`src/rtl/arm_pkg.sv`:
```
package arm_pkg;
  typedef enum logic [0:0] {
    ST_IDLE = 1'b0,
    ST_CAPT = 1'b1
  } arm_state_e;

  localparam logic [7:0] DETAIL_FAIL = 8'hAD;
  localparam logic [7:0] DETAIL_OK   = 8'h00;
endpackage

```
`src/rtl/arm_window_ctrl.sv`:
```
module arm_window_ctrl
  import arm_pkg::*;
#(
  parameter int WINDOW = 256
) (
  input  logic clk,
  input  logic rst_n,
  input  logic start_i,
  input  logic valid_i,
  output logic capt_o,
  output logic take_o,
  output logic last_o,
  output logic done_o
);
  localparam int CNT_W = (WINDOW > 1) ? $clog2(WINDOW) : 1;
  localparam logic [CNT_W-1:0] LAST_IDX = CNT_W'(WINDOW - 1);

  arm_state_e       state_q;
  logic [CNT_W-1:0] cnt_q;
  logic             done_q;
  logic             take_w;
  logic             last_w;

  // a sample counts only in capture, and never in a start cycle
  assign take_w = (state_q == ST_CAPT) && valid_i && !start_i;
  assign last_w = take_w && (cnt_q == LAST_IDX);

  always_ff @(posedge clk) begin
    if (!rst_n) begin
      state_q <= ST_IDLE;
      cnt_q   <= '0;
      done_q  <= 1'b0;
    end else begin
      done_q <= last_w;
      if (start_i) begin
        state_q <= ST_CAPT;
        cnt_q   <= '0;
      end else if (last_w) begin
        state_q <= ST_IDLE;
        cnt_q   <= '0;
      end else if (take_w) begin
        cnt_q <= cnt_q + CNT_W'(1);
      end
    end
  end

  assign capt_o = (state_q == ST_CAPT);
  assign take_o = take_w;
  assign last_o = last_w;
  assign done_o = done_q;


  done_pulse_chk: assert property (@(posedge clk) disable iff (!rst_n)
    done_q |=> !done_q);


  done_after_valid_chk: assert property (@(posedge clk) disable iff (!rst_n)
    done_q |-> ($past(valid_i) && state_q == ST_IDLE));


  start_blocks_done_chk: assert property (@(posedge clk) disable iff (!rst_n)
    start_i |=> (!done_q && state_q == ST_CAPT));
endmodule

```
`src/rtl/arm_extreme_tracker.sv`:
```
module arm_extreme_tracker #(
  parameter int SAMPLE_W = 16
) (
  input  logic                       clk,
  input  logic                       rst_n,
  input  logic                       clear_i,
  input  logic                       take_i,
  input  logic signed [SAMPLE_W-1:0] data_i,
  output logic signed [SAMPLE_W-1:0] min_nxt_o,
  output logic signed [SAMPLE_W-1:0] max_nxt_o
);
  localparam logic signed [SAMPLE_W-1:0] MOST_POS = {1'b0, {(SAMPLE_W-1){1'b1}}};
  localparam logic signed [SAMPLE_W-1:0] MOST_NEG = {1'b1, {(SAMPLE_W-1){1'b0}}};

  function automatic logic signed [SAMPLE_W-1:0] lower_of(
    input logic signed [SAMPLE_W-1:0] a,
    input logic signed [SAMPLE_W-1:0] b);
    return (b < a) ? b : a;
  endfunction

  function automatic logic signed [SAMPLE_W-1:0] upper_of(
    input logic signed [SAMPLE_W-1:0] a,
    input logic signed [SAMPLE_W-1:0] b);
    return (b > a) ? b : a;
  endfunction

  logic signed [SAMPLE_W-1:0] min_q;
  logic signed [SAMPLE_W-1:0] max_q;
  logic signed [SAMPLE_W-1:0] min_nxt;
  logic signed [SAMPLE_W-1:0] max_nxt;

  always_comb begin
    min_nxt = min_q;
    max_nxt = max_q;
    if (take_i) begin
      min_nxt = lower_of(min_q, data_i);
      max_nxt = upper_of(max_q, data_i);
    end
  end

  // seeds are inverted extremes so the first sample overwrites both
  always_ff @(posedge clk) begin
    if (!rst_n || clear_i) begin
      min_q <= MOST_POS;
      max_q <= MOST_NEG;
    end else begin
      min_q <= min_nxt;
      max_q <= max_nxt;
    end
  end

  assign min_nxt_o = min_nxt;
  assign max_nxt_o = max_nxt;


  bounds_cover_chk: assert property (@(posedge clk) disable iff (!rst_n)
    (take_i && !clear_i) |=> (min_q <= $past(data_i) && max_q >= $past(data_i)));
endmodule

```
`src/rtl/arm_range_judge.sv`:
```
module arm_range_judge
  import arm_pkg::*;
#(
  parameter int SAMPLE_W = 16,
  parameter int THRESH   = 10
) (
  input  logic                       clk,
  input  logic                       rst_n,
  input  logic                       clear_i,
  input  logic                       last_i,
  input  logic signed [SAMPLE_W-1:0] min_i,
  input  logic signed [SAMPLE_W-1:0] max_i,
  output logic                       pass_o,
  output logic [7:0]                 detail_o
);
  localparam int SPAN_W = SAMPLE_W + 1;
  localparam logic signed [SPAN_W-1:0] THR = SPAN_W'(THRESH);

  // widened by one bit, so a full-scale spread cannot wrap
  function automatic logic signed [SPAN_W-1:0] span_of(
    input logic signed [SAMPLE_W-1:0] hi,
    input logic signed [SAMPLE_W-1:0] lo);
    return {hi[SAMPLE_W-1], hi} - {lo[SAMPLE_W-1], lo};
  endfunction

  logic signed [SPAN_W-1:0] span_w;
  logic                     wide_w;
  logic                     pass_q;
  logic [7:0]               detail_q;

  assign span_w = span_of(max_i, min_i);
  assign wide_w = span_w > THR;

  always_ff @(posedge clk) begin
    if (!rst_n || clear_i) begin
      pass_q   <= 1'b0;
      detail_q <= DETAIL_OK;
    end else if (last_i) begin
      pass_q   <= wide_w;
      detail_q <= wide_w ? DETAIL_OK : DETAIL_FAIL;
    end
  end

  assign pass_o   = pass_q;
  assign detail_o = detail_q;


  span_nonneg_chk: assert property (@(posedge clk) disable iff (!rst_n)
    last_i |-> !span_w[SPAN_W-1]);
endmodule

```
`src/rtl/adc_range_monitor.sv`:
```
module adc_range_monitor
  import arm_pkg::*;
#(
  parameter int SAMPLE_W = 16,
  parameter int WINDOW   = 256,
  parameter int THRESH   = 10
) (
  input  logic                clk,
  input  logic                rst_n,
  input  logic                start_i,
  input  logic                smp_valid_i,
  input  logic [SAMPLE_W-1:0] smp_data_i,
  output logic                done_o,
  output logic                pass_o,
  output logic [7:0]          detail_o
);
  logic                       capt_w;
  logic                       take_w;
  logic                       last_w;
  logic signed [SAMPLE_W-1:0] smp_s;
  logic signed [SAMPLE_W-1:0] min_nxt_w;
  logic signed [SAMPLE_W-1:0] max_nxt_w;

  assign smp_s = $signed(smp_data_i);

  arm_window_ctrl #(.WINDOW(WINDOW)) u_ctrl (
    .clk     (clk),
    .rst_n   (rst_n),
    .start_i (start_i),
    .valid_i (smp_valid_i),
    .capt_o  (capt_w),
    .take_o  (take_w),
    .last_o  (last_w),
    .done_o  (done_o)
  );

  arm_extreme_tracker #(.SAMPLE_W(SAMPLE_W)) u_track (
    .clk       (clk),
    .rst_n     (rst_n),
    .clear_i   (start_i),
    .take_i    (take_w),
    .data_i    (smp_s),
    .min_nxt_o (min_nxt_w),
    .max_nxt_o (max_nxt_w)
  );

  arm_range_judge #(.SAMPLE_W(SAMPLE_W), .THRESH(THRESH)) u_judge (
    .clk      (clk),
    .rst_n    (rst_n),
    .clear_i  (start_i),
    .last_i   (last_w),
    .min_i    (min_nxt_w),
    .max_i    (max_nxt_w),
    .pass_o   (pass_o),
    .detail_o (detail_o)
  );


  detail_match_chk: assert property (@(posedge clk) disable iff (!rst_n)
    done_o |-> (detail_o == (pass_o ? DETAIL_OK : DETAIL_FAIL)));


  idle_hold_chk: assert property (@(posedge clk) disable iff (!rst_n)
    (!capt_w && !start_i) |=> ($stable(pass_o) && $stable(detail_o) && !done_o));


  start_clears_chk: assert property (@(posedge clk) disable iff (!rst_n)
    start_i |=> (!pass_o && detail_o == DETAIL_OK));
endmodule

```
`config.mk`:
```
export PLATFORM = sky130hd
export DESIGN_NAME = adc_range_monitor
export DESIGN_NICKNAME = d
export VERILOG_FILES = /design/src/rtl/arm_pkg.sv /design/src/rtl/arm_window_ctrl.sv /design/src/rtl/arm_extreme_tracker.sv /design/src/rtl/arm_range_judge.sv /design/src/rtl/adc_range_monitor.sv
export SDC_FILE = /design/constraint.sdc
export NUM_CORES = 1
export LEC_CHECK = 0
export BUFFER_PORTS_ARGS = -buffer_cell sky130_fd_sc_hd__buf_4
export CAP_MARGIN = 25
export CORE_MARGIN = 2
export CORE_UTILIZATION = 55
export CTS_CLUSTER_DIAMETER = 100
export DETAILED_ROUTE_END_ITERATION = 6
export PLACE_DENSITY = 0.74
export SLEW_MARGIN = 20
export SYNTH_ARGS = -nofsm -noshare
export SYNTH_HDL_FRONTEND = slang
export SYNTH_SLANG_ARGS = --single-unit
```
`constraint.sdc`:
```
create_clock -name clk -period 8.2 [get_ports clk]
set_clock_uncertainty 0.05 [all_clocks]
set_input_delay 1.23 -clock clk [delete_from_list [all_inputs] [get_ports clk]]
set_output_delay 1.23 -clock clk [all_outputs]
set_load 0.02 [all_outputs]
```
Word level (Yosys, flattened, before mapping)
Cells that the tools add are included.
{ "totals": {"reg_bits": 51, "input_bits": 20, "output_inout_bits": 10} }
{ "op_classes": {"add_sub_neg": 2, "order_cmp": 3, "eq_ne": 1, "n_mux": 7, "n_bitwise": 1, "n_reduce_logical": 8} }
{ "op_table": {"columns": ["cell", "n"], "rows": [
  ["16-bit 2-to-1 mux", 4],
  ["17-bit by 5-bit greater-than comparator with 1-bit output, second input constant", 1],
  ["16-bit by 16-bit subtractor with 17-bit output", 1],
  ["16-bit greater-than comparator", 1],
  ["16-bit < comparator", 1],
  ["8-bit by 1-bit adder with 8-bit output, second input constant", 1],
  ["8-bit equality test, second input constant", 1],
  ["8-bit 2-to-1 mux", 1],
  ["1-bit logical AND", 3],
  ["3-bit OR reduction", 1],
  ["1-bit zero test", 2],
  ["1-bit 2-to-1 mux", 2],
  ["2-bit nonzero test", 1],
  ["1-bit logical OR", 1],
  ["1-bit NOT", 1]
]} }

Longest topological paths before layout
Gate-level depths: netlist of run 1.
{ "logic_depth": {"word_depth": 6, "depth_mapped": 25, "mapped_depth_nobuf": 23} }

Cells and area by module
From an unflattened synthesis of run 1, not the netlist that was laid out.
{ "unflattened": {"cells_unflattened": 519, "area_unflattened_um2": 4230.3} }
{ "modules_own_cells": {"columns": ["mod", "n_inst", "cells_per_inst", "area_per_inst_um2", "seq_area_each_um2"], "rows": [
  ["arm_extreme_tracker", 1, 292, 2513.7, 640.6],
  ["arm_range_judge", 1, 171, 1227.4, 40.0],
  ["arm_window_ctrl", 1, 56, 489.2, 200.2]
]} }

Worst setup path after synthesis of run 1
Ideal clock, no wire load.
{ "synth_path": {"kind": "in2reg", "from": "input port smp_data_i[15]", "to": "register u_judge.pass_q (netlist: u_judge.pass_o)", "arrival_time_ns": 6.570, "setup_slack_ns": 1.443, "path_stages": 23, "n_path_buf": 2, "path_cell_list": "ha_1 nand4_1 or4_1 a21oi_1 nor4_1 nor3_1 clkbuf_1 buf_1 mux2i_1 ha_1 fa_1 nor2b_1 o21ai_0 nand2b_1 a21o_1 a31o_2 maj3_1 a221oi_2 mux2_2 o2bb2ai_1 o2111ai_1 nor3_2 a311oi_2"} }
{ "synth_between": {"elab_chain_cells": 5, "elab_cells_between_ends": 8} }
{ "synth_lines": {"columns": ["element", "line_no", "rtl"], "rows": [
  ["from (decl)", "adc_range_monitor.sv:12", "input logic [SAMPLE_W-1:0] smp_data_i,"],
  ["16-bit greater-than comparator or 16-bit < comparator (tied branches)", "arm_extreme_tracker.sv:24, arm_extreme_tracker.sv:18", null],
  ["16-bit 2-to-1 mux (on tied branches)", "arm_extreme_tracker.sv:24, arm_extreme_tracker.sv:18", null],
  ["16-bit 2-to-1 mux", "arm_extreme_tracker.sv:35", "if (take_i) begin"],
  ["16-bit by 16-bit subtractor with 17-bit output (*)", "arm_range_judge.sv:23", "return {hi[SAMPLE_W-1], hi} - {lo[SAMPLE_W-1], lo};"],
  ["17-bit by 5-bit greater-than comparator with 1-bit output (*)", "arm_range_judge.sv:32", "assign wide_w = span_w > THR;"],
  ["to (signal assigned)", "arm_range_judge.sv:39", "pass_q <= wide_w;"],
  ["to (decl)", "arm_range_judge.sv:28", "logic pass_q;"]
]} }
Mark *: on every way between the ends. The rest lies on a longest branch, timed or not.
A chain may end at the register's enable or synchronous reset.

Worst setup path in the final report of run 1
Same ends and word-level chain as after synthesis.

==> results.sh, run 1 <==
export IMPL_outcome="completed"
export IMPL_pwr_density_cell_nw_per_um2=120
export IMPL_drc_errors=0
export IMPL_syn2layout_area_growth_pct=9.01
export IMPL_synth_seq_cells=44
export IMPL_synth_distinct_cells=79
export IMPL_cts_tree="yes"
export IMPL_wirelength_um=8840
export IMPL_port_buffers=26
export IMPL_finish_net_count=564
export IMPL_gp_congestion=0.897
export IMPL_finalCritPeriodShare_pct=85.4
export IMPL_drt_first_pass_iters=4
export IMPL_finalSetupViolCount=0
export IMPL_crit_arrival_ns=7.13
export IMPL_pre_cts_ws_ns=0.950
export IMPL_final_util_pct=61.0
export IMPL_post_cts_resized=0
export IMPL_syn_area_um2=3740
export IMPL_busiest_layer="met2"
export IMPL_cts_clk_slew_worst_paths_ns=0.09
export IMPL_peakVddDrop_mv=0.0847
export IMPL_core_area_um2=6680
export IMPL_grt_max_degree=35
export IMPL_worstPathMaxFanout=34
export IMPL_rsz0062_at_grt="false"
export IMPL_grt_use_met2_pct=42.3
export IMPL_grt_pass1_wl_um=14900
export IMPL_maxCapViolCount=0
export IMPL_synthCells=480
export IMPL_synthTopCellsByArea="dfxtp_1 24%, ha_1 15%, nand2_1 4.9%"
export IMPL_cts_setup_buffers=0
export IMPL_finalMaxSlewViolations=0
export IMPL_vias=3476
export IMPL_overflow=0
export IMPL_tightest_slew_ns=1.19
export IMPL_clock_sinks=44
export IMPL_synth_avg_cell_area_um2=7.78
export IMPL_start_util_pct=55.9
export IMPL_die_y_um=86.4
export IMPL_fin_ws_ns=1.20
export IMPL_clk_latency_ns=0.30
export IMPL_fp_dieW_um=86.4
export IMPL_clock_path_buffers=2
export IMPL_grt_pass1_vias=3320
export IMPL_cts_buffers=5
export IMPL_async_flop_share_pct=0
export IMPL_slew_headroom_pct=18.3
export IMPL_diodes=0
export IMPL_max_freq_mhz=143
export IMPL_hold_viol_final=0
export IMPL_grt_met3_usage_pct=3.05
export IMPL_crit_type="input pin to register"
export IMPL_tns_ns=0
export IMPL_yosysTopAreaCell="dfxtp_1"
export IMPL_cp_start_kind="input pin"
export IMPL_synth_top_area_share_pct=23.6
export IMPL_seq_area_frac_synth_pct=23.6
export IMPL_track_usage_pct=24.6
export IMPL_yosysWarnings=0
export IMPL_antenna_found_initial=0
export IMPL_drive_above_1_share_pct=11.6
export IMPL_finalCriticalPeriod_ns=7.00
export IMPL_cp_required_ns=8.33
export IMPL_design_die_area_um2=7470
export IMPL_grtUsageMet1_pct=32.1
export IMPL_h_tree_depth=2
export IMPL_hold_buffers=0
export IMPL_post_drt_wl_per_cell_um=15.3
export IMPL_worstSetupEndpointType="register"
export IMPL_ant_nets=0
export IMPL_p_leak_nw=1.78
export IMPL_hpwl_um=6920
export IMPL_synth_edf_count=0
export IMPL_root_buffer="clkbuf_8"
export IMPL_drtIter0Drc=258
export IMPL_ios=30
export IMPL_hold_path_class="register to register"
export IMPL_n_fill_cell=634
export IMPL_ys_flop_type="dfxtp_1"
export IMPL_vias_per_cell=6.01
export IMPL_row_count=30
flip-flops by register name, summed over array words and instances, names as in the netlist:
name and flops:
u_judge.pass_o 1, u_ctrl.done_o 1, u_ctrl.cnt_q 8, u_track.max_q 16
u_track.min_q 16, u_judge.detail_o 1, u_ctrl.capt_o 1
worst max-delay path, cell delays in order:
cell       delay, ns
buf_4           0.13
ha_1            0.41
nand4_2         0.17
or3_1           0.43
or4_4           0.59
a211o_1         0.45
nand2_2         0.52
nor2_1          0.08
a21oi_1         0.21
ha_1            0.29
nor2b_1         0.15
o21ai_0         0.17
nand2b_1        0.11
a21o_1          0.22
a31o_2          0.25
maj3_1          0.35
a221oi_2        0.34
mux2_2          0.38
o2bb2ai_1       0.14
o2111ai_1       0.15
nor3_2          0.24
a311oi_2        0.12
placed cells by master (no fill, tap or decap), types with 4 or more instances in the layout:
| master | netlist | final |
|---|---|---|
| nor4_1 | 4 | 4 |
| or3_1 | 5 | 5 |
| o211ai_1 | 4 | 4 |
| and3_1 | 7 | 7 |
| and2_1 | 14 | 14 |
| dfxtp_1 | 44 | 44 |
| clkbuf_8 | 0 | 6 |
| nand4_1 | 6 | 6 |
| buf_4 | 7 | 28 |
| a21o_1 | 5 | 5 |
| nor2b_1 | 9 | 8 |
| nand3_1 | 10 | 10 |
| o21ai_0 | 22 | 22 |
| nand2_1 | 49 | 49 |
| a211oi_1 | 4 | 4 |
| a211o_1 | 4 | 4 |
| inv_1 | 45 | 45 |
| nand2b_1 | 7 | 7 |
| a21oi_1 | 35 | 35 |
| nor2_1 | 39 | 39 |
| ha_1 | 46 | 46 |
| o21a_1 | 4 | 4 |
| nand3b_1 | 5 | 5 |
| xnor2_1 | 9 | 9 |
| nor3_1 | 8 | 7 |
| xor2_1 | 5 | 5 |
per-layer routing:
layer	wire length, µm	vias to the layer above
li1	-	1756
met1	4140	1622
met2	4170	85
met3	346	13
met4	182	0
met5	0	-
path summary, 6_finish.rpt:
path | from | endpoint | slack (ns) | cells after the start
worst min-delay path | u_ctrl.cnt_q[1] | u_ctrl.cnt_q[1] | 0.44 | 2
worst min register to register | u_ctrl.cnt_q[1] | u_ctrl.cnt_q[1] | 0.44 | 2
worst max-delay path | smp_data_i[15] | u_judge.pass_o | 1.20 | 22
worst max register to register | u_track.min_q[7] | u_judge.pass_o | 1.80 | 22
metrics by stage:
step | hold slack [ns] | cell area, µm² | cells | power, mW
3_3_place_gp | 0.409 | 3950 | 570 | 0.310
4_1_cts | 0.439 | 4070 | 578 | 0.493
3_5_place_dp | 0.426 | 3950 | 570 | 0.311
2_1_floorplan | 0.399 | 3740 | 482 | 0.284
5_1_grt | 0.470 | 4070 | 578 | 0.513
6_report | 0.439 | 4070 | 578 | 0.488
power breakdown:
group / internal [mW] / switching (mW)
clock network: 0.0997 / 0.0804
logic: 0.0361 / 0.0547
registers: 0.216 / 0.00126
area by class of cell:
| class | instances | area, µm² | share of cell area (%) |
|---|---|---|---|
| well taps | 80 | 100 | 2.46 |
| flip-flops and latches | 44 | 881 | 21.6 |
| clock buffers | 6 | 82.6 | 2.03 |
| multi-input cells | 373 | 2590 | 63.6 |
| repair buffers | 28 | 210 | 5.16 |
| clock inverters | 2 | 38.8 | 0.952 |
| inverters | 45 | 169 | 4.15 |
synth_stat cells (5+ instances only):
| master | count |
|---|---|
| a21o_1 | 5 |
| a21oi_1 | 35 |
| and2_1 | 14 |
| and3_1 | 7 |
| buf_1 | 5 |
| buf_4 | 7 |
| clkbuf_1 | 6 |
| dfxtp_1 | 44 |
| ha_1 | 46 |
| inv_1 | 45 |
| nand2_1 | 49 |
| nand2b_1 | 7 |
| nand3_1 | 10 |
| nand3b_1 | 5 |
| nand4_1 | 6 |
| nor2_1 | 39 |
| nor2b_1 | 9 |
| nor3_1 | 8 |
| o21ai_0 | 22 |
| or3_1 | 5 |
| xnor2_1 | 9 |
| xor2_1 | 5 |
cell families (layout without fill, tap and decap cells):
group	Yosys count	in the layout	synth area share, %
and+or+nand+nor	178	178	24.4
AOI/OAI and AO/OA	126	126	23.9
buffers and inverters	65	81	7.47
adders and majority gates	48	48	16.2
DFF	44	44	23.6
xor gates and xnor gates	14	14	3.28
muxes	4	4	1.11
other	1	3	0.100
(Power assumes the default switching activity.)
==> run 2: changes to the inputs <==
--- a/config.mk
+++ b/config.mk
@@ -7,11 +7,11 @@
 export LEC_CHECK = 0
 export BUFFER_PORTS_ARGS = -buffer_cell sky130_fd_sc_hd__buf_4
 export CAP_MARGIN = 25
-export CORE_MARGIN = 2
-export CORE_UTILIZATION = 55
+export CORE_MARGIN = 3
+export CORE_UTILIZATION = 40
 export CTS_CLUSTER_DIAMETER = 100
 export DETAILED_ROUTE_END_ITERATION = 6
-export PLACE_DENSITY = 0.74
+export RECOVER_POWER = 25
 export SLEW_MARGIN = 20
 export SYNTH_ARGS = -nofsm -noshare
 export SYNTH_HDL_FRONTEND = slang
==> run 2 against run 1 <==
- first-iteration DRC count is 19% higher
- routed wire length is 8.2% higher
- via count is 1.2% lower
- critical path depth is the same
- core utilization is 15 points lower
- sequential power about the same
- hold slack improved by 0.00050 ns
- critical endpoint unchanged
- largest power group unchanged
- highest routed layer unchanged
==> results.sh, run 2 (synthesized netlist as in run 1, its figures left out) <==
export IMPL_outcome="completed"
export IMPL_crit_type="input pin to register"
export IMPL_row_count=34
export IMPL_vias_per_cell=5.66
export IMPL_drtIter0Drc=308
export IMPL_finalMaxSlewViolations=0
export IMPL_top_regs="u_track.max_q (16), u_track.min_q (16), u_ctrl.cnt_q (8)"
export IMPL_crit_top_cell="ha_1"
export IMPL_tightest_slew_ns=0.952
export IMPL_hold_viol_final=0
export IMPL_core_area_um2=8890
export IMPL_mostFrequentLayoutCells="49 x nand2_1, 46 x ha_1, 45 x inv_1"
export IMPL_cts_tree="yes"
export IMPL_peakVddDrop_mv=0.0704
export IMPL_grt_pass1_wl_um=15600
export IMPL_syn2layout_area_growth_pct=8.98
export IMPL_max_stage_delay_ns=0.58
export IMPL_worstPathMaxFanout=34
export IMPL_finalCritPeriodShare_pct=85.3
export IMPL_diodes=0
export IMPL_cts_setup_buffers=0
export IMPL_hold_path_class="register to register"
export IMPL_track_usage_pct=18.9
export IMPL_ios=30
export IMPL_hold_buffers=0
export IMPL_post_drt_wl_per_cell_um=15.8
export IMPL_dp_cells=599
export IMPL_p_leak_nw=1.74
export IMPL_crit_arrival_ns=7.11
export IMPL_clock_sinks=44
export IMPL_drt_first_pass_iters=6
export IMPL_start_util_pct=42.0
export IMPL_vias=3436
export IMPL_grt_pass1_vias=3152
export IMPL_h_tree_depth=2
export IMPL_slew_headroom_pct=36.0
export IMPL_max_freq_mhz=143
export IMPL_clock_path_buffers=2
export IMPL_root_buffer="clkbuf_8"
export IMPL_hpwl_um=7550
export IMPL_finalSetupViolCount=0
export IMPL_post_cts_resized=0
export IMPL_overflow=0
export IMPL_drc_errors=0
export IMPL_design_die_area_um2=10500
export IMPL_finalCriticalPeriod_ns=6.99
export IMPL_crit_chain="buf_4 -> ha_1 -> nand4_2 -> or3_1 -> or4_4 -> a211o_1 -> nand2_2 -> nor2_1 -> a21oi_1 -> ha_1 -> nor2b_1 -> o21ai_0 -> nand2b_1 -> a21o_1 -> a31o_2 -> maj3_1 -> a221oi_2 -> mux2_2 -> o2bb2ai_1 -> o2111ai_1 -> nor3_2 -> a311oi_2"
export IMPL_clk_latency_ns=0.30
export IMPL_die_y_um=103
export IMPL_cp_start_kind="input pin"
export IMPL_cpMaxStageDelayCell="or4_4"
export IMPL_maxCapViolCount=0
export IMPL_cts_clk_slew_worst_paths_ns=0.09
export IMPL_cp_required_ns=8.32
export IMPL_pwr_density_cell_nw_per_um2=118
export IMPL_tns_ns=0
export IMPL_rsz0062_at_grt="false"
export IMPL_fp_dieW_um=103
export IMPL_finish_net_count=565
export IMPL_ant_nets=0
export IMPL_drive_above_1_share_pct=10.0
export IMPL_port_buffers=26
export IMPL_gp_congestion=0.876
export IMPL_grt_max_degree=35
export IMPL_cts_buffers=5
export IMPL_wirelength_um=9560
export IMPL_antenna_found_initial=0
export IMPL_worstSetupEndpointType="register"
export IMPL_final_cells=607
export IMPL_layout_commonest_cell="nand2_1"
## run 2: path summary, 6_finish.rpt
kind	from	endpoint	slack [ns]	depth (start not counted)
min	u_ctrl.cnt_q[1]	u_ctrl.cnt_q[1]	0.44	2
max reg2reg	u_track.min_q[7]	u_judge.pass_o	1.75	22
min reg2reg	u_ctrl.cnt_q[1]	u_ctrl.cnt_q[1]	0.44	2
max	smp_data_i[15]	u_judge.pass_o	1.21	22
## run 2: metal layers
metal / wire [µm] / GRT usage, % / vias up / part of all wire [%]
met3: 623 / 2.50 / 8 / 6.5
met5: 0 / 0 / - / 0
met1: 4590 / 26.9 / 1585 / 48
met2: 4280 / 30.7 / 94 / 45
met4: 67 / 3.33 / 0 / 0.70
li1: - / - / 1749 / -
## run 2: worst max-delay path, delay by kind of cell
kind	cells	cell delay, ns
and+or+nand+nor	8	2.26
AOI/OAI and AO/OA	9	2.08
buffers and inverters	1	0.13
muxes	1	0.39
adders and majority gates	3	1.03
## run 2: report_power, final
group          total (mW)  switching, mW  leakage, nW  internal (mW)
sequential          0.217        0.00125        0.356          0.216
combinational      0.0926         0.0562         1.33         0.0364
clock               0.171         0.0799       0.0552         0.0907
## run 2: layout make-up
class	instances	area, µm²
fill	940	4820
multi-input combinational	373	2590
sequential	44	881
timing repair buffer	29	188
inverter	45	169
tap	108	135
clock buffer	6	72.6
clock inverter	2	35.0
## run 2: metrics by stage
stage	setup slack, ns	power (mW)	cell area [µm²]	utilization (%)	hold slack [ns]
2_1_floorplan	1.44	0.284	3740	-	0.399
3_3_place_gp	1.13	0.312	3990	44.9	0.407
3_5_place_dp	0.948	0.314	3990	44.9	0.433
4_1_cts	1.25	0.486	4100	46.1	0.447
5_1_grt	0.695	0.507	4070	45.8	0.465
6_report	1.21	0.480	4070	45.8	0.439
==> run 3: changes to the inputs <==
--- a/config.mk
+++ b/config.mk
@@ -7,10 +7,12 @@
 export LEC_CHECK = 0
 export BUFFER_PORTS_ARGS = -buffer_cell sky130_fd_sc_hd__buf_4
 export CAP_MARGIN = 25
+export CORE_ASPECT_RATIO = 1.1
 export CORE_MARGIN = 3
-export CORE_UTILIZATION = 40
+export CORE_UTILIZATION = 61
 export CTS_CLUSTER_DIAMETER = 100
 export DETAILED_ROUTE_END_ITERATION = 6
+export PLACE_DENSITY = 0.81
 export RECOVER_POWER = 25
 export SLEW_MARGIN = 20
 export SYNTH_ARGS = -nofsm -noshare
==> run 3 against run 2 <==
- setup slack improved by 0.32 ns
- core utilization increased by 24 points
- register-to-register slack gained 0.33 ns
- critical path depth did not move
- critical endpoint unchanged
==> results.sh, run 3 (synthesized netlist as in run 1, its figures left out) <==
export IMPL_outcome="completed"
export IMPL_maxCapViolCount=0
export IMPL_layout_commonest_cell="nand2_1"
export IMPL_h_tree_depth=2
export IMPL_p_total_mw=0.488
export IMPL_vias=3512
export IMPL_reg2reg_slack_ns=2.08
export IMPL_cts_tree="yes"
export IMPL_core_area_um2=5840
export IMPL_overflow=0
export IMPL_grt_pass1_wl_um=16000
export IMPL_row_count=29
export IMPL_cts_clk_slew_worst_paths_ns=0.10
export IMPL_top_regs="u_track.max_q (16), u_track.min_q (16), u_ctrl.cnt_q (8)"
export IMPL_peakVddDrop_mv=0.0743
export IMPL_holdPathEnd="u_ctrl.cnt_q[1]"
export IMPL_regToRegEndpoint="u_judge.pass_o"
export IMPL_clk_latency_ns=0.31
export IMPL_finalCritPeriodShare_pct=81.3
export IMPL_worstSetupEndpointType="register"
export IMPL_crit_arrival_ns=6.80
export IMPL_grt_max_degree=31
export IMPL_slew_headroom_pct=48.4
export IMPL_root_buffer="clkbuf_8"
export IMPL_hold_buffers=0
export IMPL_design_die_area_um2=7100
export IMPL_finalSetupViolCount=0
export IMPL_cp_start_kind="input pin"
export IMPL_cts_buffers=5
export IMPL_finalCriticalPeriod_ns=6.67
export IMPL_antenna_found_initial=0
export IMPL_tns_ns=0
export IMPL_crit_type="input pin to register"
export IMPL_drive_above_1_share_pct=10.2
export IMPL_start_util_pct=64.0
export IMPL_worstHoldStart="u_ctrl.cnt_q[1]"
export IMPL_wirelength_um=9640
export IMPL_cp_required_ns=8.34
export IMPL_hold_depth=2
export IMPL_drt_first_pass_iters=7
export IMPL_max_freq_mhz=150
export IMPL_post_cts_resized=0
export IMPL_ios=30
export IMPL_finish_net_count=565
export IMPL_holdWs_ns=0.433
export IMPL_mostFrequentLayoutCells="49 x nand2_1, 46 x ha_1, 45 x inv_1"
export IMPL_die_y_um=88.1
export IMPL_pwr_density_cell_nw_per_um2=120
export IMPL_final_util_pct=69.3
export IMPL_p_leak_nw=1.75
export IMPL_diodes=0
export IMPL_ff2ff_path_depth=22
export IMPL_clock_sinks=44
export IMPL_drc_errors=0
export IMPL_r2r_start="u_track.min_q[7]"
export IMPL_hpwl_um=7730
export IMPL_vias_per_cell=6.10
export IMPL_hold_path_class="register to register"
export IMPL_gp_congestion=1.04
export IMPL_port_buffers=26
export IMPL_tightest_slew_ns=0.754
export IMPL_ant_nets=0
export IMPL_drtIter0Drc=179
export IMPL_hold_viol_final=0
export IMPL_clock_path_buffers=2
export IMPL_rsz0062_at_grt="false"
export IMPL_finalMaxSlewViolations=0
export IMPL_worstPathMaxFanout=30
export IMPL_post_drt_wl_per_cell_um=16.7
export IMPL_track_usage_pct=29.0
export IMPL_cts_setup_buffers=0
export IMPL_n_fill_cell=503
export IMPL_grt_pass1_vias=3440
export IMPL_fp_dieW_um=80.6
export IMPL_syn2layout_area_growth_pct=8.37
run 3: cell types whose count changed in the layout (fill, tap and decap cells not counted):
cell,previous run,this run
clkinv_2,1,0
buf_8,0,1
buf_4,21,20
clkinv_4,0,2
clkbuf_1,9,8
run 3: worst max-delay path by stage:
stage | to | depth (start not counted) | startpoint
floorplan | u_judge.pass_o | 23 | smp_data_i[15]
global placement | u_judge.pass_o | 22 | smp_data_i[15]
detailed placement | u_judge.pass_o | 22 | smp_data_i[15]
CTS | u_judge.pass_o | 22 | smp_data_i[15]
global route | u_judge.pass_o | 22 | smp_data_i[7]
finish | u_judge.pass_o | 22 | smp_data_i[15]
run 3: cell type report:
cell class / count / area [µm²] / share of cell area (%)
well taps: 77 / 96.3 / 2.38
repair buffers: 29 / 195 / 4.82
clock inverters: 3 / 47.5 / 1.17
clock buffers: 5 / 68.8 / 1.70
multi-input cells: 373 / 2590 / 64.0
inverters: 45 / 169 / 4.17
flip-flops and latches: 44 / 881 / 21.8
run 3: stage by stage:
stage / setup WS (ns) / cells / area [µm²]
4_1_cts: 1.61 / 576 / 4080
3_5_place_dp: 1.27 / 568 / 3960
6_report: 1.53 / 576 / 4050
5_1_grt: 1.16 / 576 / 4050
2_1_floorplan: 1.44 / 482 / 3740
3_3_place_gp: 1.40 / 567 / 3950
run 3: worst max-delay path, stage by stage:
cell	delay [ns]
buf_4	0.13
ha_1	0.40
nand4_2	0.15
or3_1	0.42
or4_4	0.58
a211o_1	0.49
nand2_2	0.18
buf_4	0.34
nor2_1	0.09
a21oi_1	0.18
ha_1	0.27
o21ai_0	0.08
nand2b_1	0.10
a21o_1	0.21
a31o_2	0.25
maj3_1	0.35
a221oi_2	0.34
mux2_2	0.38
o2bb2ai_1	0.14
o2111ai_1	0.14
nor3_2	0.24
a311oi_2	0.12
run 3: report_power, final:
part / total [mW] / internal [mW] / switching (mW)
clock network: 0.178 / 0.0919 / 0.0858
registers: 0.217 / 0.216 / 0.00125
logic: 0.0931 / 0.0365 / 0.0566
run 3: per-layer routing:
metal | vias up | global-route usage (%) | routed length [µm]
li1 | 1758 | - | -
met1 | 1633 | 33.9 | 4140
met2 | 101 | 52.7 | 4800
met3 | 20 | 5.25 | 486
met4 | 0 | 10.1 | 217
met5 | - | 0 | 0
